## src/rtl/gpio_sum_pkg.sv

```systemverilog
// Package: shared register addresses and master-word bit positions for the
// GPIO interrupt summary aggregator. Assumes a two-bit word address.
package gpio_sum_pkg;
    localparam logic [1:0] ADDR_SUM_LO = 2'd0;
    localparam logic [1:0] ADDR_SUM_HI = 2'd1;
    localparam logic [1:0] ADDR_MASTER = 2'd2;
    localparam int MST_EN_BIT  = 0;
    localparam int MST_EOI_BIT = 1;
endpackage

```

## src/rtl/gpio_sum_fold.sv

```systemverilog
// Module: folds the per-pin pending vector into one bit per group of GROUP
// pins and registers the result once. Pins past NUM_PINS in the last group
// are treated as idle. Assumes pending inputs are already synchronous.
module gpio_sum_fold #(
    parameter int NUM_PINS = 184,
    parameter int GROUP    = 4,
    parameter int SUM_BITS = (NUM_PINS + GROUP - 1) / GROUP
) (
    input  logic                clk,
    input  logic                rst_n,
    input  logic [NUM_PINS-1:0] pend_i,
    output logic [SUM_BITS-1:0] sum_o,
    output logic                any_o
);
    localparam int PAD_W = SUM_BITS * GROUP;

    logic [PAD_W-1:0]    pend_pad;
    logic [SUM_BITS-1:0] grp_or;
    logic [SUM_BITS-1:0] sum_q;

    // Zero-extend the pending vector to a whole number of groups.
    always_comb begin
        pend_pad = '0;
        pend_pad[NUM_PINS-1:0] = pend_i;
    end

    // One OR-reduction per summary bit.
    for (genvar g = 0; g < SUM_BITS; g++) begin : g_group
        assign grp_or[g] = |pend_pad[g*GROUP +: GROUP];
    end

    // Register the folded summary.
    always_ff @(posedge clk) begin
        if (!rst_n) sum_q <= '0;
        else        sum_q <= grp_or;
    end

    assign sum_o = sum_q;
    assign any_o = |sum_q;

    AST_IDLE_AFTER_IDLE: assert property (@(posedge clk) disable iff (!rst_n)
        (pend_i == '0) |=> (sum_o == '0));
endmodule

```

## src/rtl/gpio_sum_regs.sv

```systemverilog
// Module: register window. Two read-only status words show the summary
// zero-extended to 64 bits; the master word holds the global enable and a
// self-clearing end-of-interrupt bit. Assumes SUM_BITS <= 2*REG_W.
module gpio_sum_regs
    import gpio_sum_pkg::*;
#(
    parameter int REG_W    = 32,
    parameter int SUM_BITS = 46
) (
    input  logic                clk,
    input  logic                rst_n,
    input  logic                wr_i,
    input  logic [1:0]          addr_i,
    input  logic [REG_W-1:0]    wdata_i,
    input  logic [SUM_BITS-1:0] sum_i,
    output logic [REG_W-1:0]    rdata_o,
    output logic                en_o,
    output logic                eoi_o
);
    localparam int STAT_W = 2 * REG_W;

    logic [STAT_W-1:0] sum_ext;
    logic              en_q;
    logic              mst_wr;

    // Zero-extend the summary to the full two-word status value.
    always_comb begin
        sum_ext = '0;
        sum_ext[SUM_BITS-1:0] = sum_i;
    end

    assign mst_wr = wr_i && (addr_i == ADDR_MASTER);

    // Hold the global enable; only the master address writes it.
    always_ff @(posedge clk) begin
        if (!rst_n)      en_q <= 1'b0;
        else if (mst_wr) en_q <= wdata_i[MST_EN_BIT];
    end

    // End-of-interrupt is a one-cycle strobe and is never stored.
    assign eoi_o = mst_wr && wdata_i[MST_EOI_BIT];
    assign en_o  = en_q;

    // Read multiplexer.
    always_comb begin
        rdata_o = '0;
        case (addr_i)
            ADDR_SUM_LO: rdata_o = sum_ext[REG_W-1:0];
            ADDR_SUM_HI: rdata_o = sum_ext[STAT_W-1:REG_W];
            ADDR_MASTER: rdata_o[MST_EN_BIT] = en_q;
            default:     rdata_o = '0;
        endcase
    end

    AST_HIGH_UNUSED_ZERO: assert property (@(posedge clk) disable iff (!rst_n)
        (addr_i == ADDR_SUM_HI) |-> ((rdata_o >> (SUM_BITS - REG_W)) == '0));
    AST_EOI_READS_ZERO: assert property (@(posedge clk) disable iff (!rst_n)
        (addr_i == ADDR_MASTER) |-> (rdata_o[MST_EOI_BIT] == 1'b0));
endmodule

```

## src/rtl/gpio_sum_irq.sv

```systemverilog
// Module: sticky interrupt request. Set when any summary bit is set while
// enabled, held until an end-of-interrupt strobe, dropped when disabled.
// The strobe has priority over a new set in the same cycle.
module gpio_sum_irq (
    input  logic clk,
    input  logic rst_n,
    input  logic en_i,
    input  logic eoi_i,
    input  logic any_i,
    output logic irq_o
);
    logic req_q;

    // Update the request latch.
    always_ff @(posedge clk) begin
        if (!rst_n)     req_q <= 1'b0;
        else if (eoi_i) req_q <= 1'b0;
        else if (!en_i) req_q <= 1'b0;
        else if (any_i) req_q <= 1'b1;
    end

    assign irq_o = req_q;

    AST_EOI_DROPS: assert property (@(posedge clk) disable iff (!rst_n)
        eoi_i |=> !irq_o);
    AST_STICKY_HOLD: assert property (@(posedge clk) disable iff (!rst_n)
        (irq_o && !eoi_i && en_i) |=> irq_o);
    AST_RISE_NEEDS_SUMMARY: assert property (@(posedge clk) disable iff (!rst_n)
        $rose(irq_o) |-> $past(any_i));
    AST_DISABLED_LOW: assert property (@(posedge clk) disable iff (!rst_n)
        !en_i |=> !irq_o);
endmodule

```

## src/rtl/gpio_irq_summary.sv

```systemverilog
// Module: top of the GPIO interrupt summary aggregator. Folds pin pending
// flags into a grouped summary, exposes it through a small register window
// and drives one shared, acknowledge-rearmed interrupt line.
module gpio_irq_summary #(
    parameter int NUM_PINS = 184,
    parameter int GROUP    = 4,
    parameter int REG_W    = 32
) (
    input  logic                clk,
    input  logic                rst_n,
    input  logic [NUM_PINS-1:0] pin_pend_i,
    input  logic                reg_wr_i,
    input  logic [1:0]          reg_addr_i,
    input  logic [REG_W-1:0]    reg_wdata_i,
    output logic [REG_W-1:0]    reg_rdata_o,
    output logic                irq_o
);
    localparam int SUM_BITS = (NUM_PINS + GROUP - 1) / GROUP;

    logic [SUM_BITS-1:0] sum;
    logic                any_set;
    logic                en;
    logic                eoi;

    gpio_sum_fold #(
        .NUM_PINS (NUM_PINS),
        .GROUP    (GROUP),
        .SUM_BITS (SUM_BITS)
    ) u_fold (
        .clk    (clk),
        .rst_n  (rst_n),
        .pend_i (pin_pend_i),
        .sum_o  (sum),
        .any_o  (any_set)
    );

    gpio_sum_regs #(
        .REG_W    (REG_W),
        .SUM_BITS (SUM_BITS)
    ) u_regs (
        .clk     (clk),
        .rst_n   (rst_n),
        .wr_i    (reg_wr_i),
        .addr_i  (reg_addr_i),
        .wdata_i (reg_wdata_i),
        .sum_i   (sum),
        .rdata_o (reg_rdata_o),
        .en_o    (en),
        .eoi_o   (eoi)
    );

    gpio_sum_irq u_irq (
        .clk   (clk),
        .rst_n (rst_n),
        .en_i  (en),
        .eoi_i (eoi),
        .any_i (any_set),
        .irq_o (irq_o)
    );
endmodule

```

## config.mk

```make
export PLATFORM = sky130hd
export DESIGN_NAME = gpio_irq_summary
export DESIGN_NICKNAME = d
export VERILOG_FILES = /design/src/rtl/gpio_sum_pkg.sv /design/src/rtl/gpio_sum_fold.sv /design/src/rtl/gpio_sum_regs.sv /design/src/rtl/gpio_sum_irq.sv /design/src/rtl/gpio_irq_summary.sv
export SDC_FILE = /design/constraint.sdc
export NUM_CORES = 1
export LEC_CHECK = 0
export ABC_CLOCK_PERIOD_IN_PS = 2000
export BUFFER_PORTS_ARGS = -buffer_cell sky130_fd_sc_hd__buf_2
export CORE_AREA = 2 2 98 100
export DETAILED_ROUTE_END_ITERATION = 8
export DIE_AREA = 0 0 100 102
export PLACE_DENSITY = 0.71
export SETUP_SLACK_MARGIN = 0.4
export SLEW_MARGIN = 20
export SYNTH_ARGS = -nofsm -noshare
export SYNTH_HDL_FRONTEND = slang
export SYNTH_SLANG_ARGS = --single-unit
```

## constraint.sdc

```tcl
create_clock -name clk -period 2 [get_ports clk]
set_input_delay 0.3 -clock clk [delete_from_list [all_inputs] [get_ports clk]]
set_output_delay 0.3 -clock clk [all_outputs]
set_load 0.02 [all_outputs]
```

==> impl_results.md <==
- Status: finished clean
- Tmin final: 1.47 ns
- Post-synth top area share: 48.0%
- Pwr dens: 607 nW/um2
- H-tree levels: 2
- Boundary Pins: 254
- DRC: 0
- Via count: 2311
- WL final: 7420 um
- Post-synthesis sequential area ratio: 48.0%
- Post-Syn Instances: 175
- Critical Path RT: 1.70 ns
- Clk_lat worst skew: 0.29 ns
- Async set or reset register ratio after synthesis: 0%
- Worst slack, placed: 0.381 ns
- Worst path cell trace: clkbuf_4 -> nor2_4 -> buf_12 -> and2_1 -> buf_2
- Synth warnings: 0
- Mux contribution to synthesized area: 7.00%
- Overflow after GRT: 0
- Layout Cells excl Fill: 509
- First-pass GRT wire length: 10400 um
- Synthesized Nets: 396
- Max stage delay on crit path: 0.26 ns
- Max-Cap Viols: 0
- Worst Path Max Fanout: 18
- Worst Path Class, Setup: primary input to primary output
- CTS Hold Buffers Added: 0
- Final setup fails: 0
- Drt first pass iters: 4
- CP Launch Type: primary input
- Synth Flop Type: dfxtp_1
- Final GP Congestion: 0.707
- #FFs+latches synth: 48
- Largest family of logic cells by synthesized area: compound AO/OA/AOI/OAI gates
- Die area: 10200 um2
- Worst Skew: 0.00706 ns
- Most frequent cell after synthesis: dfxtp_1
- Placed insts: 501
- Peak VDD IR: 242 uV
- DR iter-0 viols: 34
- CTS tree: yes
- Total power: 2.01 mW
- Synth Area in XOR/XNOR: 0%
- Core area: 9110 um2
- Post-synth EDFFs: 0
- Antenna diodes: 0
- Synth-to-Final Area Change: 65.2%
- Worst setup EP type: primary output
- Total track usage: 13.3%
- Clk sink count: 48
- Initial antenna violation count: 0
- Post-synthesis cell type count: 18
- Post-synthesis simple-gate area fraction: 14.6%
- Synth area leader: dfxtp_1
- Avg Synthesized Cell Area: 11.4 um2
- Critical-path top delay cell: clkbuf_4
- F_max: 681 MHz
- Min-delay worst type: primary input to flip-flop
- Slew Viols, Final: 0
- Vias in the first global route: 2307
- Die W: 100 um
- Die Height: 102 um
- Wirelength per Cell: 14.6 um
- RSZ-0062 raised after global routing: false
- DP HPWL: 6190 um
- PnR worst setup slack: 0.532 ns
- Via-per-instance ratio: 4.54
- Cell Rows: 35
- Least-Margin Pin Slew: 0.502 ns
- Compound-Gate Fraction of Synth Area: 27.1%
- Maximum root-to-sink buffer count: 2
- Lkg Pwr: 1.62 nW
- Core Util, Final: 36.3%
- Adder-cell share of the synthesized area: 0%
- IO Port Bufs: 223
- Final setup TNS: 0 ns
- CP arrival: 1.17 ns
- Largest net degree at the start of global routing: 26
- Final Hold Viols: 0
- Root Driver: clkbuf_8
- Top cells by area, synth: dfxtp_1 48%, o41a_1 26%, mux2i_1 7.0%
- Layout cells sized above 1: 58.5%
- Cell area after synthesis: 2000 um2
- ANT nets after route: 0
- Tcrit/Tclk final: 73.4%
- Post-synth top cells: 48 x dfxtp_1, 46 x o41a_1, 18 x and2_1, 14 x mux2i_1, 14 x nor2_1
- Num CTS Buffers: 5
- Nets: 619
- Reg clk slew, reported paths: 0.09 ns
- Initial core utilization: 22.0%
- Relative slew slack: 66.6%
[per-layer routing]
metal	GRT usage, %	wire length [um]	up-vias
li1	-	-	1154
met1	13.5	2870	1028
met2	27.3	3970	125
met3	2.74	511	4
met4	3.58	68	0
met5	0	0	-
[cell usage in the layout, fill, tap and decap left out]
master	count
buf_2	222
dfxtp_1	48
o41a_1	46
and2_1	18
mux2i_1	14
nor2_1	14
nor4_1	11
clkbuf_8	5
nand2_1	3
nand4_1	3
o21ai_0	2
nor3_1	2
buf_4	2
nor2_4	1
nand3b_1	1
a211oi_1	1
a21boi_0	1
clkinv_2	1
clkbuf_1	1
clkbuf_4	1
buf_12	1
[repair_timing]
action	4_1_cts	5_1_grt
setup buffers	1	0
endpoints found under the setup margin	10	18
pin swaps	1	0
hold endpoints to repair	0	0
gates resized for setup	0	1
[worst max-delay path, delay by kind of cell]
family                 cells  cell delay [ns]
AND/OR/NAND/NOR            2             0.30
buffers and inverters      3             0.56
[per-stage QoR]
step           instance area (um2)  hold slack [ns]
2_1_floorplan                 2000            0.391
3_3_place_gp                  3210            0.485
3_5_place_dp                  3210            0.493
4_1_cts                       3300            0.168
5_1_grt                       3310            0.173
6_report                      3310            0.181
[layout make-up]
| class | count | area, um2 |
|---|---|---|
| clock buffers | 6 | 72.6 |
| clock inverters | 1 | 5.00 |
| repair buffers | 226 | 1150 |
| well taps | 111 | 139 |
| multi-input cells | 117 | 976 |
| flip-flops and latches | 48 | 961 |
| fillers | 917 | 5800 |
[final timing paths]
kind / start / to / slack [ns] / cells past startpoint
worst max-delay path: reg_addr_i[0] / reg_rdata_o[30] / 0.53 / 5
worst min-delay path: reg_wdata_i[1] / u_irq.irq_o / 0.18 / 2
worst max register to register: u_fold.sum_o[21] / u_irq.irq_o / 0.72 / 4
worst min register to register: u_regs.en_o / u_irq.irq_o / 0.51 / 2
[state kept, by name, summed over array words and instances, names as in the netlist]
signal / count
u_irq.irq_o: 1
u_fold.sum_o: 46
u_regs.en_o: 1
[cell families after synthesis]
kind of cell / Yosys count
multiplexers: 14
flip-flops: 48
buffers and inverters: 10
AND/OR/NAND/NOR: 53
AO/OA/AOI/OAI: 50
[power breakdown]
group	leakage (nW)	switching (mW)	total, mW	internal [mW]
Combinational	1.18	0.186	0.415	0.229
Clock	0.0410	0.308	0.546	0.239
Sequential	0.404	0.0320	1.05	1.02
Note: power is estimated with default switching activity, not from simulation.
